### src/rtl/rxs_pkg.sv
package rxs_pkg;
  localparam int CNT_W      = 16;
  localparam int NFLAG      = 9;
  localparam int ADDR_BYTES = 6;
  localparam int TYPE_OFS   = 12;
  localparam int OP_OFS     = 14;

  localparam int B_DONE  = 0;
  localparam int B_MCAST = 1;
  localparam int B_BCAST = 2;
  localparam int B_DRIB  = 3;
  localparam int B_CTRL  = 4;
  localparam int B_PAUSE = 5;
  localparam int B_UNKOP = 6;
  localparam int B_VLAN  = 7;
  localparam int B_LENER = 8;

  localparam logic [1:0] A_STATUS = 2'd0;
  localparam logic [1:0] A_MASK   = 2'd1;
  localparam logic [1:0] A_VTYPE  = 2'd2;
  localparam logic [1:0] A_CTRL   = 2'd3;

  typedef struct packed {
    logic [15:0] tpid;
    logic [15:0] opcode;
    logic        bcast;
    logic        mcast;
    logic        err_seen;
  } hdr_t;
endpackage

### src/rtl/rxs_hdr_track.sv
module rxs_hdr_track
  import rxs_pkg::*;
#(
  parameter int CW = CNT_W
) (
  input  logic          clk,
  input  logic          rst_n,
  input  logic          beat,
  input  logic          sof,
  input  logic          eof,
  input  logic          err,
  input  logic [7:0]    data,
  output hdr_t          hdr_nxt,
  output logic [CW-1:0] cnt_nxt,
  output logic          frame_end
);
  localparam logic [CW-1:0] CNT_MAX = '1;

  logic          in_frame_q;
  logic [CW-1:0] cnt_q;
  hdr_t          hdr_q;
  logic          live;
  logic [CW-1:0] pos;

  always_comb begin
    live    = beat && (in_frame_q || sof);
    pos     = sof ? '0 : cnt_q;
    hdr_nxt = sof ? '0 : hdr_q;
    cnt_nxt = pos;
    if (live) begin
      cnt_nxt = (pos == CNT_MAX) ? pos : pos + CW'(1);
      hdr_nxt.err_seen = hdr_nxt.err_seen | err;
      if (pos == '0) begin
        hdr_nxt.bcast = (data == 8'hFF);
        hdr_nxt.mcast = data[0];
      end else if (pos < CW'(ADDR_BYTES)) begin
        hdr_nxt.bcast = hdr_nxt.bcast & (data == 8'hFF);
      end
      if (pos == CW'(TYPE_OFS))     hdr_nxt.tpid[15:8]   = data;
      if (pos == CW'(TYPE_OFS + 1)) hdr_nxt.tpid[7:0]    = data;
      if (pos == CW'(OP_OFS))       hdr_nxt.opcode[15:8] = data;
      if (pos == CW'(OP_OFS + 1))   hdr_nxt.opcode[7:0]  = data;
    end
  end

  assign frame_end = live && eof;

  always_ff @(posedge clk or negedge rst_n) begin
    if (!rst_n) begin
      in_frame_q <= 1'b0;
      cnt_q      <= '0;
      hdr_q      <= '0;
    end else if (live) begin
      in_frame_q <= !eof;
      cnt_q      <= cnt_nxt;
      hdr_q      <= hdr_nxt;
    end
  end
endmodule

### src/rtl/rxs_classify.sv
module rxs_classify
  import rxs_pkg::*;
#(
  parameter int          CW         = CNT_W,
  parameter int          MIN_LEN    = 64,
  parameter int          MAX_LEN    = 1518,
  parameter int          TAG_EXTRA  = 4,
  parameter logic [15:0] CTRL_TYPE  = 16'h8808,
  parameter logic [15:0] PAUSE_OP   = 16'h0001
) (
  input  hdr_t          hdr,
  input  logic [CW-1:0] cnt,
  input  logic          crc_bad,
  input  logic          dribble,
  input  logic [15:0]   vtype,
  output logic [31:0]   status
);
  localparam logic [CW-1:0] LIM_PLAIN = CW'(MAX_LEN);
  localparam logic [CW-1:0] LIM_TAG   = CW'(MAX_LEN + TAG_EXTRA);
  localparam logic [CW-1:0] LIM_MIN   = CW'(MIN_LEN);

  logic          have_type, have_op, have_da, tag_ok, bad_rx, is_ctrl, is_pause;
  logic [CW-1:0] lim;

  always_comb begin
    have_type = cnt >= CW'(TYPE_OFS + 2);
    have_op   = cnt >= CW'(OP_OFS + 2);
    have_da   = cnt >= CW'(ADDR_BYTES);
    tag_ok    = have_type && (hdr.tpid == vtype);
    lim       = tag_ok ? LIM_TAG : LIM_PLAIN;
    bad_rx    = crc_bad || hdr.err_seen;
    is_ctrl   = have_type && (hdr.tpid == CTRL_TYPE) && !crc_bad;
    is_pause  = is_ctrl && have_op && (hdr.opcode == PAUSE_OP);

    status          = '0;
    status[31:16]   = 16'(cnt);
    status[B_DONE]  = !bad_rx;
    status[B_MCAST] = (cnt != '0) && hdr.mcast;
    status[B_BCAST] = have_da && hdr.bcast;
    status[B_DRIB]  = dribble;
    status[B_CTRL]  = is_ctrl;
    status[B_PAUSE] = is_pause;
    status[B_UNKOP] = is_ctrl && !is_pause;
    status[B_VLAN]  = tag_ok && !bad_rx;
    status[B_LENER] = (cnt < LIM_MIN) || (cnt > lim);
  end
endmodule

### src/rtl/rxs_regs.sv
module rxs_regs
  import rxs_pkg::*;
#(
  parameter logic [15:0] VTYPE_RST = 16'h8100
) (
  input  logic             clk,
  input  logic             rst_n,
  input  logic             frame_end,
  input  logic [31:0]      new_status,
  input  logic             reg_wr,
  input  logic             reg_rd,
  input  logic [1:0]       reg_addr,
  input  logic [31:0]      reg_wdata,
  output logic [31:0]      reg_rdata,
  output logic             irq_n,
  output logic [31:0]      status_q,
  output logic [NFLAG-1:0] mask_q,
  output logic [15:0]      vtype_q,
  output logic             cor_q
);
  logic [NFLAG-1:0] live_evt;
  logic             irq_q;
  logic             rd_clear;
  logic [31:0]      rd_mux;

  for (genvar i = 0; i < NFLAG; i++) begin : g_evt
    assign live_evt[i] = status_q[i] & ~mask_q[i];
  end

  assign rd_clear = reg_rd && (reg_addr == A_STATUS) && cor_q;

  always_comb begin
    unique case (reg_addr)
      A_STATUS: rd_mux = status_q;
      A_MASK:   rd_mux = 32'(mask_q);
      A_VTYPE:  rd_mux = 32'(vtype_q);
      default:  rd_mux = 32'(cor_q);
    endcase
  end

  always_ff @(posedge clk or negedge rst_n) begin
    if (!rst_n) begin
      status_q  <= '0;
      mask_q    <= '0;
      vtype_q   <= VTYPE_RST;
      cor_q     <= 1'b0;
      reg_rdata <= '0;
      irq_q     <= 1'b0;
    end else begin
      if (frame_end)     status_q <= new_status;
      else if (rd_clear) status_q <= '0;
      if (reg_wr) begin
        case (reg_addr)
          A_MASK:  mask_q  <= reg_wdata[NFLAG-1:0];
          A_VTYPE: vtype_q <= reg_wdata[15:0];
          A_CTRL:  cor_q   <= reg_wdata[0];
          default: ;
        endcase
      end
      if (reg_rd) reg_rdata <= rd_mux;
      irq_q <= |live_evt;
    end
  end

  assign irq_n = ~irq_q;
endmodule

### src/rtl/rx_frame_status.sv
module rx_frame_status
  import rxs_pkg::*;
#(
  parameter int          MIN_LEN   = 64,
  parameter int          MAX_LEN   = 1518,
  parameter int          TAG_EXTRA = 4,
  parameter logic [15:0] VTYPE_RST = 16'h8100
) (
  input  logic        clk,
  input  logic        rst_n,
  input  logic        rx_valid,
  output logic        rx_ready,
  input  logic [7:0]  rx_data,
  input  logic        rx_sof,
  input  logic        rx_eof,
  input  logic        rx_err,
  input  logic        rx_crc_bad,
  input  logic        rx_dribble,
  input  logic        reg_wr,
  input  logic        reg_rd,
  input  logic [1:0]  reg_addr,
  input  logic [31:0] reg_wdata,
  output logic [31:0] reg_rdata,
  output logic        irq_n
);
  logic             rdy_q;
  logic             beat;
  hdr_t             hdr_nxt;
  logic [CNT_W-1:0] cnt_nxt;
  logic             frame_end;
  logic [31:0]      new_status;
  logic [31:0]      status_q;
  logic [NFLAG-1:0] mask_q;
  logic [15:0]      vtype_q;
  logic             cor_q;

  always_ff @(posedge clk or negedge rst_n) begin
    if (!rst_n) rdy_q <= 1'b0;
    else        rdy_q <= 1'b1;
  end
  assign rx_ready = rdy_q;
  assign beat     = rx_valid && rdy_q;

  rxs_hdr_track #(.CW(CNT_W)) u_track (
    .clk(clk), .rst_n(rst_n), .beat(beat), .sof(rx_sof), .eof(rx_eof),
    .err(rx_err), .data(rx_data), .hdr_nxt(hdr_nxt), .cnt_nxt(cnt_nxt),
    .frame_end(frame_end)
  );

  rxs_classify #(
    .CW(CNT_W), .MIN_LEN(MIN_LEN), .MAX_LEN(MAX_LEN), .TAG_EXTRA(TAG_EXTRA)
  ) u_cls (
    .hdr(hdr_nxt), .cnt(cnt_nxt), .crc_bad(rx_crc_bad), .dribble(rx_dribble),
    .vtype(vtype_q), .status(new_status)
  );

  rxs_regs #(.VTYPE_RST(VTYPE_RST)) u_regs (
    .clk(clk), .rst_n(rst_n), .frame_end(frame_end), .new_status(new_status),
    .reg_wr(reg_wr), .reg_rd(reg_rd), .reg_addr(reg_addr), .reg_wdata(reg_wdata),
    .reg_rdata(reg_rdata), .irq_n(irq_n), .status_q(status_q), .mask_q(mask_q),
    .vtype_q(vtype_q), .cor_q(cor_q)
  );
endmodule

### config.mk
export PLATFORM = sky130hd
export DESIGN_NAME = rx_frame_status
export DESIGN_NICKNAME = d
export VERILOG_FILES = /design/src/rtl/rxs_pkg.sv /design/src/rtl/rxs_hdr_track.sv /design/src/rtl/rxs_classify.sv /design/src/rtl/rxs_regs.sv /design/src/rtl/rx_frame_status.sv
export SDC_FILE = /design/constraint.sdc
export NUM_CORES = 1
export LEC_CHECK = 0
export CAP_MARGIN = 25
export CELL_PAD_IN_SITES_DETAIL_PLACEMENT = 2
export CELL_PAD_IN_SITES_GLOBAL_PLACEMENT = 2
export CORE_MARGIN = 8
export CORE_UTILIZATION = 43
export DETAILED_ROUTE_END_ITERATION = 8
export DONT_BUFFER_PORTS = 1
export PLACE_DENSITY_LB_ADDON = 0.2
export SETUP_SLACK_MARGIN = 0.4
export SLEW_MARGIN = 20
export SYNTH_ARGS = -nofsm -noshare
export SYNTH_HDL_FRONTEND = slang
export SYNTH_SLANG_ARGS = --single-unit
### constraint.sdc
create_clock -name clk -period 6.27 [get_ports clk]
set_clock_uncertainty 0.05 [all_clocks]
set_input_delay 1.254 -clock clk [delete_from_list [all_inputs] [get_ports clk]]
set_output_delay 1.254 -clock clk [all_outputs]
set_load 0.005 [all_outputs]
==> reports/qor.csv <==
metric;value;unit
chipWidth;149.4;µm
hold_class;reg -> reg;
synth-seq-cells;137;
synthFlopType;dfrtp_1;
path_delay_family;simple AND/OR/NAND/NOR gates;
clockBufferDepth;2;
gp_congestion;0.8653;
nNetsFinal;853;
die_h;149.4;µm
crit_arrival;5530;ps
grt_pass1_vias;7327;
area_delta_synth_final;8.745;%
start_kind;primary input;
grt_pass1_wl;43.13;mm
synth_cells;824;
syn_avg_cell_area;9.290;µm²
cap_violations;0;
r2r-start;u_track.cnt_q[0];
ys_warn_count;0;
wire_per_inst;26.38;µm
cts.sinks;137;
cts_root_buf;clkbuf_16;
cts_buffers;17;
drive_above_1_share;10.41;%
synth_edf_count;0;
drt_iter0_drc;459;
finalCritPeriodShare;84.10;%
finalSetupTns;0;ps
gr-total-overflow;0;
final_common_cell;dfrtp_1;
end_kind;register;
grtUsageTotal;24.79;%
fp.coreArea;17360;µm²
num_rows;48;
start_util;44.10;%
h-tree-depth;4;
startpoint;rx_sof;
pin_count;86;
final_cell_mix;dfrtp_1 (135), nand2_1 (99), o21ai_0 (58), inv_1 (49), nor2_1 (49);
min-delay-start;u_regs.status_q[28];
fill_cells;1820;
fmax;189.6;MHz
fin_ws;996.6;ps
hold_viol;0;
tightest_slew;940.8;ps
syn_area;7655;µm²
post-dp-hpwl;18.31;mm
synth_nets;883;
ys_types;85;
powerDensity;272.5;nW/µm²
cts_setup_buffers;0;
crit_chain;nor2b_1, ha_1, nand4_2, nor2_1, a21oi_1, o32a_1, nor2_1, nor3_4, nor4_1, ha_1, a21o_1, a21oi_1, o21ai_0, a21o_1, a221o_1;
cp_max_fo;65;
fin_crit;5273;ps
clock_latency;430;ps
finalSetupViolCount;0;
antenna_found_initial;1;
cts_tree;built;
slowest_stage;nor2_1;
path_clk_slew;60;ps
grt_max_degree;138;
dp_slack;657.1;ps
total_leakage_power;3.525;nW
port_buffers;0;
routed_wl;27.25;mm
async_flop_share;100.0;%
slew_headroom;37.09;%
path_class;in -> reg;
hold_buffers;0;
hold_slack;447.6;ps
vdd_drop_max;0.1994;mV
status;complete, no violations;
num_vias;6686;
slew_violations;0;
rsz0062_at_grt;no;
worst-path-buf-inv;0;
drc;0;
ant_nets;0;
cp_data_required_time;6520;ps
dieArea;22330;µm²
cts_resized;0;
via_per_inst;6.472;
seq_area_frac_synth;44.82;%
slowest_delay;610;ps
dr.pass1.iters;4;
-- per-stage QoR --
stage	power, mW	cell area [µm²]	utilization (%)	instances
2_1_floorplan	1.211	7655	-	824
6_report	2.268	8324	47.96	1033
3_5_place_dp	1.289	7731	44.54	999
5_1_grt	2.349	8322	47.95	1032
4_1_cts	2.281	8295	47.79	1031
3_3_place_gp	1.264	7731	44.54	999
-- state kept, by name, indices dropped and copies added, names as in the netlist --
name / flops
u_regs.mask_q: 9
u_track.hdr_q: 35
u_regs.cor_q: 1
u_regs.reg_rdata: 32
u_regs.status_q: 25
u_regs.vtype_q: 16
u_regs.irq_q: 1
u_track.in_frame_q: 1
u_track.cnt_q: 16
rx_ready: 1
-- metal layers --
layer  global-route usage [%]  vias up  share of wire, %
li1                         -     2945                 -
met1                    32.99     3486                44
met2                    39.12      207                48
met3                    5.346       46               6.0
met4                    8.682        2               2.1
met5                        0        -             0.048
-- path summary, 6_finish.rpt --
check,to,cells after the start,slack [ps]
worst max-delay path,u_regs.status_q[8],15,1000
worst min-delay path,u_regs.reg_rdata[28],2,450
worst max register to register,u_regs.status_q[8],15,1420
worst min register to register,u_regs.reg_rdata[28],2,450
max in group asynchronous,u_regs.vtype_q[8],0,5480
min in group asynchronous,u_regs.reg_rdata[31],0,470
-- cell families (layout without fill, tap and decap cells) --
kind of cell | after synthesis | in the layout | synth area share (%)
and+or+nand+nor | 283 | 283 | 19.94
buffers and inverters | 105 | 88 | 5.737
adders and majority gates | 7 | 7 | 1.144
muxes | 41 | 41 | 6.031
other | 1 | 2 | 0.04899
xor gates and xnor gates | 14 | 14 | 1.602
AOI/OAI and AO/OA | 236 | 236 | 20.68
DFF | 137 | 137 | 44.82
-- synth_stat cells (3+ instances only) --
master     number  share of area [%]
o211ai_1        8               0.78
a22oi_1        10               0.98
nor4_4          3               0.83
nor2_1         49                2.4
and2_1         11               0.90
buf_1           3               0.15
ha_1            7                1.1
nor4b_1         3               0.34
a21o_1          4               0.39
a221oi_1        5               0.57
o211a_1         4               0.52
nor4_1         10               0.82
inv_1          49                2.4
nand2b_1        4               0.33
dfrtp_1       135                 44
mux2i_1        12                1.6
a41oi_1         3               0.34
nand2_1        99                4.9
nor3_1         11               0.72
xor2_1          3               0.34
and4_1          8               0.92
xnor2_1        11                1.3
buf_2          12               0.78
or3_1           3               0.25
a211oi_1        8               0.78
a31oi_1         8               0.65
nor2b_1        17                1.4
o21ai_1         6               0.39
a2111oi_0       4               0.46
nand3_1        18                1.2
mux2_2         27                4.0
clkbuf_1       34                1.7
o31ai_1         5               0.49
buf_4           4               0.39
o22ai_1        11               0.90
o221ai_1        4               0.46
o21ai_0        58                3.8
nand4_1        14                1.1
and3_1         13                1.1
a22o_1         24                2.7
a21oi_1        47                3.1
-- where the power goes --
group,switching (mW),internal [mW]
logic,0.149,0.106
clock network,0.417,0.560
registers,0.0845,0.951
-- worst register-to-register path, stage by stage, from the launching register on --
cell and delay, ps:
dfrtp_1 380, nor2b_1 340, ha_1 370, nand4_2 200, nor2_1 610, a21oi_1 310, o32a_1 410, nor2_1 240
nor3_4 70, nor4_1 520, ha_1 360, a21o_1 160, a21oi_1 130, o21ai_0 100, a21o_1 180, a221o_1 300
-- area by class of cell --
cell class              instances  area, µm²  share of cell area, %
well taps                     225      281.5                  3.382
clock inverters                13      121.4                  1.458
inverters                      50      187.7                  2.255
clock buffers                  19      442.9                  5.321
multi-input cells             582       3807                  45.74
flip-flops and latches        137       3431                  41.21
diodes                          1      2.502                0.03006
repair buffers                  6      50.05                 0.6012
Power figures use the tool's default switching activity.
